**src/rtl/tdr_pkg.sv**
```systemverilog
package tdr_pkg;
  localparam int BIT_OWN = 31;
  localparam int BIT_IC  = 30;
  localparam int BIT_LS  = 29;
  localparam int BIT_FS  = 28;
  localparam int BIT_DC  = 27;
  localparam int BIT_DP  = 26;
  localparam int BIT_TS  = 25;
  localparam int BIT_CS  = 22;
  localparam int BIT_TER = 21;
  localparam int LEN_W   = 16;

  typedef struct packed {
    logic       crc_dis;
    logic       pad_dis;
    logic       ts_en;
    logic [1:0] csum;
  } frame_ctl_t;

  typedef struct packed {
    logic       own;
    logic       ic;
    logic       ls;
    logic       fs;
    logic       ter;
    frame_ctl_t ctl;
  } desc_view_t;

  typedef enum logic [2:0] {
    W_IDLE, W_FETCH, W_BUSY, W_CLOSE, W_SUSP
  } walk_st_t;

  function automatic desc_view_t view_of(input logic [31:0] w);
    desc_view_t v;
    v.own         = w[BIT_OWN];
    v.ic          = w[BIT_IC];
    v.ls          = w[BIT_LS];
    v.fs          = w[BIT_FS];
    v.ter         = w[BIT_TER];
    v.ctl.crc_dis = w[BIT_DC];
    v.ctl.pad_dis = w[BIT_DP];
    v.ctl.ts_en   = w[BIT_TS];
    v.ctl.csum    = w[BIT_CS+1:BIT_CS];
    return v;
  endfunction

  function automatic logic [31:0] close_word(input logic [31:0] w);
    logic [31:0] r;
    r = w;
    r[BIT_OWN] = 1'b0;
    return r;
  endfunction

  function automatic int unsigned ring_next(input int unsigned cur, input logic ter,
                                            input int unsigned n);
    if (ter || (cur + 1 >= n)) return 0;
    return cur + 1;
  endfunction
endpackage

```
**src/rtl/tdr_desc_mem.sv**
```systemverilog
module tdr_desc_mem
  import tdr_pkg::*;
#(
  parameter int NDESC = 8,
  parameter int IW    = 3
) (
  input  logic              clk,
  input  logic              rst_n,
  input  logic              cpu_we,
  input  logic [IW-1:0]     cpu_idx,
  input  logic              cpu_wsel,
  input  logic [31:0]       cpu_wdata,
  output logic [31:0]       cpu_rdata,
  input  logic [IW-1:0]     eng_idx,
  output desc_view_t        eng_view,
  output logic [LEN_W-1:0]  eng_len,
  input  logic              close_en
);
  logic [31:0] w0 [NDESC];
  logic [31:0] w1 [NDESC];

  for (genvar s = 0; s < NDESC; s++) begin : g_slot
    logic [31:0] r0, r1;
    logic        hit;
    assign hit = (cpu_idx == IW'(s));
    always_ff @(posedge clk or negedge rst_n) begin
      if (!rst_n) begin
        r0 <= '0;
        r1 <= '0;
      end else begin
        if (cpu_we && hit && !cpu_wsel)          r0 <= cpu_wdata;
        else if (close_en && eng_idx == IW'(s))  r0 <= close_word(r0);
        if (cpu_we && hit && cpu_wsel)           r1 <= cpu_wdata;
      end
    end
    assign w0[s] = r0;
    assign w1[s] = r1;
  end

  always_comb begin
    cpu_rdata = '0;
    if (int'(cpu_idx) < NDESC) cpu_rdata = cpu_wsel ? w1[cpu_idx] : w0[cpu_idx];
  end

  assign eng_view = view_of(w0[eng_idx]);
  assign eng_len  = w1[eng_idx][LEN_W-1:0];
endmodule

```
**src/rtl/tdr_frame_track.sv**
```systemverilog
module tdr_frame_track
  import tdr_pkg::*;
(
  input  logic       clk,
  input  logic       rst_n,
  input  logic       take,
  input  desc_view_t cur,
  input  logic       frame_end,
  input  logic       irq_ack,
  output logic       in_frame,
  output frame_ctl_t ctl,
  output logic       tx_irq
);
  logic ic_acc;

  always_ff @(posedge clk or negedge rst_n) begin
    if (!rst_n) begin
      in_frame <= 1'b0;
      ctl      <= '0;
      ic_acc   <= 1'b0;
      tx_irq   <= 1'b0;
    end else begin
      if (take && cur.fs) begin
        in_frame <= 1'b1;
        ctl      <= cur.ctl;
        ic_acc   <= cur.ic;
      end else if (take) begin
        ic_acc   <= ic_acc | cur.ic;
      end else if (frame_end) begin
        in_frame <= 1'b0;
      end
      if (frame_end && ic_acc) tx_irq <= 1'b1;
      else if (irq_ack)        tx_irq <= 1'b0;
    end
  end
endmodule

```
**src/rtl/tdr_walker.sv**
```systemverilog
module tdr_walker
  import tdr_pkg::*;
#(
  parameter int NDESC = 8,
  parameter int IW    = 3
) (
  input  logic          clk,
  input  logic          rst_n,
  input  logic          cpu_poll,
  input  logic          irq_ack,
  input  logic          buf_done,
  input  desc_view_t    cur,
  input  logic          in_frame,
  output logic [IW-1:0] idx,
  output logic          buf_req,
  output logic          buf_unavail,
  output logic          orphan_err,
  output logic          take,
  output logic          close_en,
  output logic          frame_end,
  output logic          orphan_ev
);
  walk_st_t st, st_n;
  logic     orph_q;

  always_comb begin
    st_n = st;
    take = 1'b0;
    case (st)
      W_IDLE, W_SUSP: if (cpu_poll) st_n = W_FETCH;
      W_FETCH: begin
        if (!cur.own) st_n = W_SUSP;
        else if (cur.fs || in_frame) begin
          st_n = W_BUSY;
          take = 1'b1;
        end else st_n = W_CLOSE;
      end
      W_BUSY:  if (buf_done) st_n = W_CLOSE;
      W_CLOSE: st_n = W_FETCH;
      default: st_n = W_IDLE;
    endcase
  end

  assign close_en    = (st == W_CLOSE);
  assign frame_end   = close_en && !orph_q && cur.ls;
  assign orphan_ev   = close_en && orph_q;
  assign buf_req     = (st == W_BUSY);
  assign buf_unavail = (st == W_SUSP);

  always_ff @(posedge clk or negedge rst_n) begin
    if (!rst_n) begin
      st         <= W_IDLE;
      orph_q     <= 1'b0;
      idx        <= '0;
      orphan_err <= 1'b0;
    end else begin
      st <= st_n;
      if (st == W_FETCH) orph_q <= cur.own && !(cur.fs || in_frame);
      if (close_en) idx <= IW'(ring_next(int'(idx), cur.ter, NDESC));
      if (orphan_ev)    orphan_err <= 1'b1;
      else if (irq_ack) orphan_err <= 1'b0;
    end
  end
endmodule

```
**src/rtl/txdr_engine.sv**
```systemverilog
module txdr_engine
  import tdr_pkg::*;
#(
  parameter  int NDESC = 8,
  localparam int IW    = (NDESC > 1) ? $clog2(NDESC) : 1,
  localparam int AW    = IW + 1
) (
  input  logic             clk,
  input  logic             rst_n,
  input  logic             cpu_we,
  input  logic [AW-1:0]    cpu_addr,
  input  logic [31:0]      cpu_wdata,
  output logic [31:0]      cpu_rdata,
  input  logic             cpu_poll,
  input  logic             irq_ack,
  output logic             buf_req,
  output logic [IW-1:0]    buf_idx,
  output logic [LEN_W-1:0] buf_len,
  output logic             seg_first,
  output logic             seg_last,
  output logic             f_crc_dis,
  output logic             f_pad_dis,
  output logic             f_ts_en,
  output logic [1:0]       f_csum,
  input  logic             buf_done,
  output logic             tx_irq,
  output logic             orphan_err,
  output logic             buf_unavail
);
  desc_view_t cur;
  frame_ctl_t ctl;
  logic       in_frame;
  // internal events, named for the checker
  logic       ev_take, ev_close, ev_frame_end, ev_orphan, cur_own;

  tdr_desc_mem #(.NDESC(NDESC), .IW(IW)) u_mem (
    .clk, .rst_n, .cpu_we,
    .cpu_idx  (cpu_addr[AW-1:1]),
    .cpu_wsel (cpu_addr[0]),
    .cpu_wdata, .cpu_rdata,
    .eng_idx  (buf_idx),
    .eng_view (cur),
    .eng_len  (buf_len),
    .close_en (ev_close)
  );

  tdr_walker #(.NDESC(NDESC), .IW(IW)) u_walk (
    .clk, .rst_n, .cpu_poll, .irq_ack, .buf_done,
    .cur, .in_frame,
    .idx         (buf_idx),
    .buf_req, .buf_unavail, .orphan_err,
    .take        (ev_take),
    .close_en    (ev_close),
    .frame_end   (ev_frame_end),
    .orphan_ev   (ev_orphan)
  );

  tdr_frame_track u_frame (
    .clk, .rst_n,
    .take      (ev_take),
    .cur,
    .frame_end (ev_frame_end),
    .irq_ack,
    .in_frame, .ctl, .tx_irq
  );

  assign cur_own   = cur.own;
  assign seg_first = buf_req && cur.fs;
  assign seg_last  = buf_req && cur.ls;
  assign f_crc_dis = ctl.crc_dis;
  assign f_pad_dis = ctl.pad_dis;
  assign f_ts_en   = ctl.ts_en;
  assign f_csum    = ctl.csum;
endmodule

```
**config.mk**
```make
export PLATFORM = sky130hd
export DESIGN_NAME = txdr_engine
export DESIGN_NICKNAME = d
export VERILOG_FILES = /design/src/rtl/tdr_pkg.sv /design/src/rtl/tdr_desc_mem.sv /design/src/rtl/tdr_frame_track.sv /design/src/rtl/tdr_walker.sv /design/src/rtl/txdr_engine.sv
export SDC_FILE = /design/constraint.sdc
export NUM_CORES = 1
export LEC_CHECK = 0
export CAP_MARGIN = 10
export CORE_MARGIN = 8
export CORE_UTILIZATION = 35
export DETAILED_ROUTE_END_ITERATION = 8
export PLACE_DENSITY = 0.53
export SYNTH_ARGS = -nofsm -noshare
export SYNTH_HDL_FRONTEND = slang
export SYNTH_SLANG_ARGS = --single-unit
export TNS_END_PERCENT = 5
```
**constraint.sdc**
```tcl
create_clock -name clk -period 4.98 [get_ports clk]
set_input_delay 0.498 -clock clk [delete_from_list [all_inputs] [get_ports clk]]
set_output_delay 0.498 -clock clk [all_outputs]
set_load 0.005 [all_outputs]
```
==> summary.txt, run 1 <==
STA
  – Tmin final: approximately 3.8 ns
  – FMAX: 260.7 MHz
  – Endpoints failing setup: 0
  – Final period utilization: 0.7704
  – Max-slew headroom: 0.3321
  – TNS Setup: 0 ns
  – RSZ-0062 raised after global routing: false
  – Clk_skew: between 0.02 and 0.025 ns
  – Final hold violations: 0
  – Worst Tran Pin Value: 1.002 ns
  – Fin. max-slew vios: 0

Synthesis
  – Ys flop type: dfrtp_1
  – Mapped cell area: 25270 µm²
  – Syn. warnings: 0
  – Syn_area_per_cell: 16.06 µm²
  – Largest area contributor in the netlist: dfrtp_1
  – Unique masters post-synth: 35
  – Cells after synthesis: 1573
  – Yosys top cell area share: 0.5229
  – Count leader, synth: dfrtp_1
  – Post-synth top cells: dfrtp_1, mux2_2, mux4_2
  – Ranking of synthesized cells by area: dfrtp_1, mux4_2, mux2_2, mux2_1, buf_2
  – Post-synth EDFFs: 0
  – Post-synth ARST share: 1.000
  – Net Count, Synth: about 1600
  – Register area share after synthesis: 0.5229
  – #FFs+latches synth: 528

Floorplan
  – Core area: 71490 µm²
  – IO Count: 104
  – Initial Utilization: 0.3535
  – Die Span Y: 284.7 µm
  – Die area: slightly above 80000 µm²
  – Std-Cell Rows: 98
  – Die Width: 284.7 µm

Run
  – Max-Cap Viols: 0

Final layout
  – Final instance area: 29160 µm²
  – ANT cells: 0
  – Share of cells above drive strength 1: 0.4211
  – # fillers: 6478
  – Area grow syn2layout: 15.41%
  – Final Core Density: 0.4080
  – Fin nets: 1679

Global routing
  – Vias in the first global route: ~16000
  – Total track usage: 0.1684
  – Initial antenna violation count: 4
  – Largest net degree at the start of global routing: 124
  – Gr ovfl total: 0
  – First-pass GRT wire length: 104400 µm

Detailed routing
  – Routed len/inst: approximately 26 µm
  – Number of DRC markers in iteration 0: approximately 780
  – Post-route ant nets: 0
  – Remaining DRCs: 0
  – Drt pass-1 iters: 5
  – DR vias/cell: 5.398
  – Via Count: 14191
  – Total wire length: a little under 70000 µm

CTS
  – Cts repair resizes: 0
  – Clock Path Buffers: 3
  – TritonCTS Buffers: 58
  – Clock Latency Late Sink: between 0.6 and 0.7 ns
  – CTS H-tree depth: 2
  – CTS root buf: clkbuf_16
  – Postcts setup bufs: 0
  – CTS tree: yes
  – CTS sink cnt: 528
  – Clk slew on worst S/H paths: roughly 0.06 ns

Status
  – Status: finished, final reports clean

Pwr
  – Pwr dens: 469.0 nW/µm²
  – LEAKAGE: 12.05 nW
  – Peak VDD IR: 0.2585 mV

Placed design
  – Post-DP Area: 27310 µm²
  – GPL Wtd Cong: 0.7447
  – Port Buf Inserts: 103
  – DP HPWL: 39320 µm

Setup path
  – Cell mode on critical path: nand2_1
  – R2R Setup Slk: 1.90 ns
  – CP Capture Type: output port
  – CP max stage cell: dfrtp_2
  – Worst path cell trace: buf_4 > mux4_2 > nand2_1 > nand2_1 > clkdlybuf4s50_1
  – WS Path Type: reg2out
  – Crit path DAT: 3.34 ns
  – Max incr delay on CP: 1.00 ns
  – Worst EP required: 4.48 ns
  – Crit-path leading delay family: buffers and inverters
  – Crit-path max FO: 29
  – Critical Path Source Type: flop
  – Critical path buffers and inverters: 2

Min path
  – HP Class: reg2reg
## report_power, final
part           internal, mW  leakage, nW  switching [mW]
combinational          2.17         4.64            1.35
clock                  2.39        0.926            1.77
sequential             5.31         6.49           0.681
total                  9.87         12.1            3.80
## layer usage
layer,track usage,wire length (µm),up-vias
met5,0,41,-
li1,-,-,6025
met4,0.04841,1909,6
met3,0.03096,2676,122
met2,0.2790,33360,247
met1,0.2251,29930,7791
## cell usage in the layout, fill, tap and decap left out, types with 4 or more instances in the layout
| cell | netlist | routed |
|---|---|---|
| buf_12 | 0 | 12 |
| dfrtp_1 | 528 | 525 |
| mux2_1 | 158 | 158 |
| clkinv_2 | 0 | 17 |
| o21ai_1 | 8 | 8 |
| nor2_1 | 23 | 14 |
| inv_1 | 11 | 11 |
| clkbuf_8 | 0 | 13 |
| nor2_4 | 0 | 9 |
| clkdlybuf4s50_1 | 0 | 98 |
| mux2_2 | 344 | 344 |
| buf_4 | 5 | 25 |
| nand2_1 | 78 | 77 |
| ha_1 | 6 | 6 |
| clkbuf_16 | 0 | 58 |
| nand2b_1 | 7 | 4 |
| nand3_1 | 7 | 7 |
| o21ai_0 | 9 | 9 |
| clkbuf_1 | 54 | 17 |
| mux4_2 | 209 | 209 |
| mux2i_1 | 12 | 12 |
## final timing paths
path | cells past startpoint | to | from
setup / recovery | 5 | buf_len[15] | u_walk.idx[1]$_DFFE_PN0P_
hold / removal | 1 | u_mem.g_slot[6].r1[19]$_DFFE_PN0P_ | u_mem.g_slot[6].r1[19]$_DFFE_PN0P_
setup reg to reg | 6 | u_frame.ic_acc$_DFFE_PN0P_ | u_walk.idx[1]$_DFFE_PN0P_
hold reg to reg | 1 | u_mem.g_slot[6].r1[19]$_DFFE_PN0P_ | u_mem.g_slot[6].r1[19]$_DFFE_PN0P_
max in group asynchronous | 3 | u_mem.g_slot[6].r0[19]$_DFFE_PN0P_ | rst_n
min in group asynchronous | 2 | u_walk.st[0]$_DFFE_PN0P_ | rst_n
## cells by family after synthesis
family,after synthesis,share of synthesized area
flip-flops,528,0.5229
AND/OR/NAND/NOR,131,0.02228
AO/OA/AOI/OAI,31,0.007725
multiplexers,723,0.4148
buffers and inverters,154,0.02936
adder cells (fa/ha/maj),6,0.002971
## per-stage QoR
| stage | hold WS [ns] | setup slack [ns] | cells | total power [mW] |
|---|---|---|---|---|
| 3_3_place_gp | 0.4625 | 1.156 | 2520 | 9.544 |
| 5_1_grt | 0.4604 | 1.005 | 2629 | 14.44 |
| 2_1_floorplan | 0.2024 | 2.477 | 1573 | 8.242 |
| 3_5_place_dp | 0.4713 | 1.127 | 2520 | 9.655 |
| 4_1_cts | 0.4546 | 1.038 | 2629 | 13.90 |
| 6_report | 0.4833 | 1.144 | 2629 | 13.68 |
## final cells by class
| class | count | area (µm²) | area share |
|---|---|---|---|
| flip-flops and latches | 528 | 13220 | 0.4533 |
| multi-input cells | 891 | 11400 | 0.3909 |
| clock buffers | 88 | 1694 | 0.05809 |
| repair buffers | 140 | 1465 | 0.05024 |
| well taps | 950 | 1189 | 0.04076 |
| clock inverters | 20 | 151.4 | 0.005191 |
| inverters | 12 | 45.04 | 0.001545 |
## sequential cells by signal (all words and copies together), names as in the netlist
signal,cells
u_frame.tx_irq,1
u_walk.orph_q,1
u_walk.orphan_err,1
u_frame.in_frame,1
u_frame.ctl,5
u_walk.st,3
u_frame.ic_acc,1
u_mem.g_slot.r0,256
u_mem.g_slot.r1,256
u_walk.idx,3
## what timing repair did
item / 4_1_cts / 5_1_grt
setup endpoints to repair: 0 / 0
hold endpoints to repair: 9 / 0
hold buffers: 1 / 0
Note: power is estimated with default switching activity, not from simulation.
==> run 2: changes to the inputs <==
- clock period: 4.98 -> 4 ns (I/O delays scaled with it)
==> run 2 against run 1 <==
Critical path depth is the same. Register-to-register slack lost 0.42 ns. Combinational power grew 24%. Via count grew 0.65%. Setup slack lost 0.62 ns. Largest cell class unchanged.
==> summary.txt, run 2 (synthesized netlist as in run 1, its figures left out) <==
STA
  – Fin. max-slew vios: 0
  – Endpoints failing setup: 0
  – Tmin final: 3.478 ns
  – RSZ-0062 raised after global routing: false
  – Max-slew headroom: 0.4143
  – Final hold slack: between 0.4 and 0.5 ns
  – Clk_skew: between 0.02 and 0.025 ns
  – Final period utilization: 0.8694
  – TNS Setup: 0 ns
  – FMAX: 287.5 MHz
  – Final hold violations: 0
  – Worst Tran Pin Value: 0.8786 ns
  – PnR worst setup slack: around 0.52 ns

CTS
  – Postcts setup bufs: 0
  – TritonCTS Buffers: 58
  – CTS tree: yes
  – Clock Path Buffers: 3
  – CTS H-tree depth: 2
  – CTS sink cnt: 528
  – Clk slew on worst S/H paths: roughly 0.060 ns
  – Clock Latency Late Sink: between 0.6 and 0.7 ns
  – Cts repair resizes: 0
  – CTS root buf: clkbuf_16

Global routing
  – Vias in the first global route: 15642
  – First-pass GRT wire length: 104500 µm
  – Largest net degree at the start of global routing: 106
  – Gr ovfl total: 0
  – Total track usage: 0.1676
  – Initial antenna violation count: 3

Pwr
  – Pint: 12.56 mW
  – Peak VDD IR: 0.3618 mV
  – Clk pwr share: 0.313
  – Pwr dens: 586.3 nW/µm²
  – Combinational fraction of design power: 0.254
  – Net switching power: around 4.7 mW
  – Flop pwr share: 0.434
  – Switching share of power: 0.2728
  – LEAKAGE: between 10 and 15 nW
  – Tot Pwr: 17.27 mW

Placed design
  – DP HPWL: about 41000 µm
  – GPL Wtd Cong: 0.7517
  – Port Buf Inserts: 103
  – Dpl ws: 0.4555 ns

Min path
  – Hold Crit Start: irq_ack
  – Worst Hold End: u_frame.tx_irq$_DFFE_PN0P_
  – HP Class: in2reg
  – Hold depth: 2

Setup path
  – Crit-path max FO: 13
  – CP Capture Type: output port
  – R2R Setup Slk: 1.48 ns
  – R2r endpoint: u_frame.ic_acc$_DFFE_PN0P_
  – WS Path Type: reg2out
  – R2R depth: 6
  – Worst EP required: roughly 3.6 ns
  – Crit path DAT: 3.08 ns
  – Origin of the critical flop-to-flop path: u_walk.idx[2]$_DFFE_PN0P_
  – Critical Path Source Type: flop

Run
  – Max-Cap Viols: 0

Final layout
  – Area of the multi-input gates: 11400 µm²
  – Fin nets: 1699
  – Register area: ~13000 µm²
  – Commonest non-fill, non-tap cells in the layout: dfrtp_1, mux2_2, mux4_2
  – Commonest non-fill, non-tap cell in the layout: dfrtp_1
  – Area grow syn2layout: 16.60%
  – Biggest regs: u_mem.g_slot.r0 x256, u_mem.g_slot.r1 x256, u_frame.ctl x5
  – Share of cells above drive strength 1: 0.4288
  – # fillers: about 6500
  – ANT cells: 0

Floorplan
  – Die area: a little over 80000 µm²
  – Die Span Y: 284.7 µm
  – Std-Cell Rows: between 90 and 100
  – IO Count: 104
  – Die Width: 284.7 µm
  – Initial Utilization: 0.3535
  – Core area: 71490 µm²

Detailed routing
  – Routed len/inst: between 20 and 30 µm
  – DR vias/cell: 5.404
  – Post-route ant nets: 0
  – Via Count: 14283
  – Total wire length: around 68000 µm
  – Drt pass-1 iters: 5
  – Remaining DRCs: 0
  – Number of DRC markers in iteration 0: between 800 and 900

Status
  – Status: finished, final reports clean
[run 2: cell type report]
| class | count | share of cell area |
|---|---|---|
| Tap cell | 950 | 0.04034 |
| Inverter | 12 | 0.001529 |
| Clock buffer | 89 | 0.06005 |
| Sequential cell | 528 | 0.4487 |
| Timing Repair Buffer | 160 | 0.05695 |
| Multi-Input combinational cell | 891 | 0.3869 |
| Clock inverter | 13 | 0.005521 |
[run 2: metal layers]
layer  GRT usage  wire length [µm]  vias to the layer above
met4     0.04396              1631                        6
met1      0.2257             30290                     7794
li1            -                 -                     6079
met3     0.03351              2880                      113
met2      0.2754             32750                      291
met5           0                41                        -
[run 2: worst max path at each step]
stage                                   start             to  slack (ns)  cells after the start
finish              u_walk.idx[2]$_DFFE_PN0P_    buf_len[15]        0.52                      5
global route                      cpu_addr[1]   cpu_rdata[1]        0.34                      5
CTS                 u_walk.idx[2]$_DFFE_PN0P_    buf_len[15]        0.40                      5
detailed placement                cpu_addr[1]  cpu_rdata[12]        0.46                      5
global placement                  cpu_addr[1]  cpu_rdata[12]        0.47                      5
floorplan                         cpu_addr[2]  cpu_rdata[21]        1.69                      5
[run 2: critical path, cell delays in order (launching register included)]
cell	delay, ns
dfrtp_2	0.63
clkinv_1	0.64
buf_4	0.48
nand2_1	0.10
nand2_1	0.12
clkdlybuf4s50_1	0.48
[run 2: per-stage QoR]
stage | std cells | util | instance area, µm²
after detailed placement | 2540 | 0.3850 | 27520
final | 2643 | 0.4121 | 29460
after floorplan | 1573 | - | 25270
after CTS | 2643 | 0.4121 | 29460
after global routing | 2643 | 0.4121 | 29460
after global placement | 2540 | 0.3850 | 27520
[run 2: what timing repair did]
item | 4_1_cts | 5_1_grt
hold endpoints to repair | 90 | 0
hold buffers | 1 | 0
endpoints found under the setup margin | 0 | 0
[run 2: power groups by stage]
| stage | Combinational (mW) | Clock (mW) | Sequential [mW] |
|---|---|---|---|
| floorplan | 3.10 | 0 | 7.16 |
| finish | 4.38 | 5.40 | 7.49 |
| detailed placement | 4.48 | 0 | 7.58 |
| global placement | 4.40 | 0 | 7.55 |
| CTS | 4.50 | 5.55 | 7.49 |
| global route | 4.77 | 5.78 | 7.68 |
==> run 3: changes to the inputs <==
- MAX_ROUTING_LAYER: default -> met4
==> run 3 against run 2 <==
Setup slack improved by 0.0073 ns. Via count barely moved. Sequential power barely moved. First-iteration DRC count fell by 4.2%. Cell count rose by 0.11%. Sequential share of layout area barely moved. Sequential cell count did not move. Critical endpoint unchanged. Highest routed layer is now met4.
==> summary.txt, run 3 (synthesized netlist as in run 1, its figures left out) <==
Pwr
  – Peak VDD IR: 0.3605 mV
  – Pwr dens: just under 600 nW/µm²
  – LEAKAGE: between 10 and 15 nW

Placed design
  – DP HPWL: about 41000 µm
  – GPL Wtd Cong: 0.7607
  – Post-Place Cells: 2540
  – Post-DP Area: about 28000 µm²
  – Port Buf Inserts: 103

STA
  – FMAX: 288.2 MHz
  – Endpoints failing setup: 0
  – TNS Setup: 0 ns
  – Max-slew headroom: 0.4089
  – Tmin final: roughly 3.5 ns
  – Final hold slack: 0.4157 ns
  – Worst Tran Pin Value: 0.8866 ns
  – Clk_skew: roughly 0.021 ns
  – RSZ-0062 raised after global routing: false
  – Final period utilization: 0.8676
  – Final hold violations: 0
  – Fin. max-slew vios: 0

Floorplan
  – Initial Utilization: 0.3535
  – Die area: 81050 µm²
  – Die Width: roughly 280 µm
  – Core area: 71490 µm²
  – IO Count: roughly 100
  – Std-Cell Rows: 98
  – Die Span Y: 284.7 µm

Final layout
  – Area grow syn2layout: 16.63%
  – Fin nets: 1699
  – Biggest regs: u_mem.g_slot.r0 x256, u_mem.g_slot.r1 x256, u_frame.ctl x5
  – Final instance area: 29470 µm²
  – Commonest non-fill, non-tap cells in the layout: dfrtp_1, mux2_2, mux4_2
  – Non-filler cells, final: 2646
  – Share of cells above drive strength 1: 0.4288
  – Commonest non-fill, non-tap cell in the layout: dfrtp_1

Setup path
  – Max incr delay on CP: 0.63 ns
  – Critical path origin: u_walk.idx[2]$_DFFE_PN0P_
  – CP max stage cell: dfrtp_2
  – Crit path DAT: 3.07 ns
  – Path length in cells of the critical path: 5
  – R2R depth: 6
  – WS Path Type: reg2out
  – Critical Path Source Type: flop
  – R2r endpoint: u_frame.ic_acc$_DFFE_PN0P_
  – Crit-path leading delay family: buffers and inverters
  – Worst setup path endpoint: buf_len[15]
  – Origin of the critical flop-to-flop path: u_walk.idx[2]$_DFFE_PN0P_
  – Cell mode on critical path: nand2_1
  – R2R Setup Slk: 1.50 ns
  – Worst EP required: 3.60 ns
  – Crit-path max FO: 13
  – Critical path buffers and inverters: 3
  – Worst path cell trace: clkinv_1 > buf_4 > nand2_1 > nand2_1 > clkdlybuf4s50_1
  – CP Capture Type: output port

CTS
  – CTS H-tree depth: 2
  – Clock Latency Late Sink: just over 0.6 ns
  – CTS sink cnt: 528
  – TritonCTS Buffers: between 50 and 60
  – Clock Path Buffers: 3
  – CTS root buf: clkbuf_16
  – Clk slew on worst S/H paths: 0.06 ns
  – Postcts setup bufs: 0
  – CTS tree: yes

Global routing
  – Initial antenna violation count: 3
  – Gr ovfl total: 0
  – First-pass GRT wire length: 104400 µm
  – Total track usage: 0.1724
  – Largest net degree at the start of global routing: 106
  – Vias in the first global route: 15662

Detailed routing
  – Via Count: between 10000 and 15000
  – Remaining DRCs: 0
  – Post-route ant nets: 0
  – Drt pass-1 iters: 5
  – Routed len/inst: 25.56 µm
  – Total wire length: 67630 µm
  – Number of DRC markers in iteration 0: between 800 and 900
  – DR vias/cell: approximately 5.4

Status
  – Status: finished, final reports clean

Min path
  – HP Class: in2reg
  – Hold depth: 2

Run
  – Max-Cap Viols: 0
-- run 3: cell count changes in the layout (fill, tap and decap cells not counted) --
cell	change
diode_2	+3
-- run 3: final cells by class --
| class | instances | area [µm²] |
|---|---|---|
| Antenna cell | 3 | 7.507 |
| Clock buffer | 89 | 1769 |
| Clock inverter | 13 | 162.7 |
| Fill cell | 6486 | 42020 |
| Inverter | 12 | 45.04 |
| Multi-Input combinational cell | 891 | 11400 |
| Sequential cell | 528 | 13220 |
| Tap cell | 950 | 1189 |
| Timing Repair Buffer | 160 | 1678 |
-- run 3: timing repair --
item,4_1_cts,5_1_grt
hold endpoints to repair,90,0
gates resized for setup,0,0
hold buffers,1,0
-- run 3: worst reg2reg max path: stages, from the launching register on --
cell and delay [ns]:
dfrtp_2 0.63, buf_4 0.45, mux4_2 0.38, mux2i_1 0.26, nand4b_1 0.44, nand2_1 0.11
a2bb2oi_1 0.16
-- run 3: metrics by stage --
step | worst slack (ns) | utilization | total power [mW]
after floorplan | 1.693 | - | 10.26
after global placement | 0.4730 | 0.3850 | 11.95
after detailed placement | 0.4555 | 0.3850 | 12.06
after CTS | 0.3984 | 0.4121 | 17.54
after global routing | 0.3428 | 0.4122 | 18.23
final | 0.5296 | 0.4122 | 17.27
-- run 3: worst min path at each step --
stage                                            start                            endpoint  slack (ns)
global placement    u_mem.g_slot[2].r1[21]$_DFFE_PN0P_  u_mem.g_slot[2].r1[21]$_DFFE_PN0P_        0.46
floorplan                                        rst_n          u_frame.ctl[0]$_DFFE_PN0P_        0.10
CTS                                            irq_ack       u_walk.orphan_err$_DFFE_PN0P_        0.38
finish                                         irq_ack          u_frame.tx_irq$_DFFE_PN0P_        0.42
global route                                   irq_ack       u_walk.orphan_err$_DFFE_PN0P_        0.40
detailed placement   u_mem.g_slot[3].r0[5]$_DFFE_PN0P_   u_mem.g_slot[3].r0[5]$_DFFE_PN0P_        0.47
-- run 3: per-layer routing --
| metal | up-vias | global-route usage | share of wire |
|---|---|---|---|
| met5 | - | - | 0 |
| met3 | 100 | 0.03239 | 0.041 |
| met2 | 274 | 0.2756 | 0.49 |
| li1 | 6086 | - | - |
| met1 | 7827 | 0.2262 | 0.45 |
| met4 | 0 | 0.04383 | 0.022 |
-- run 3: report_power, final --
part / switching [mW] / leakage (nW) / internal (mW)
sequential: 0.883 / 6.49 / 6.61
combinational: 1.64 / 4.77 / 2.74
clock: 2.18 / 0.958 / 3.21
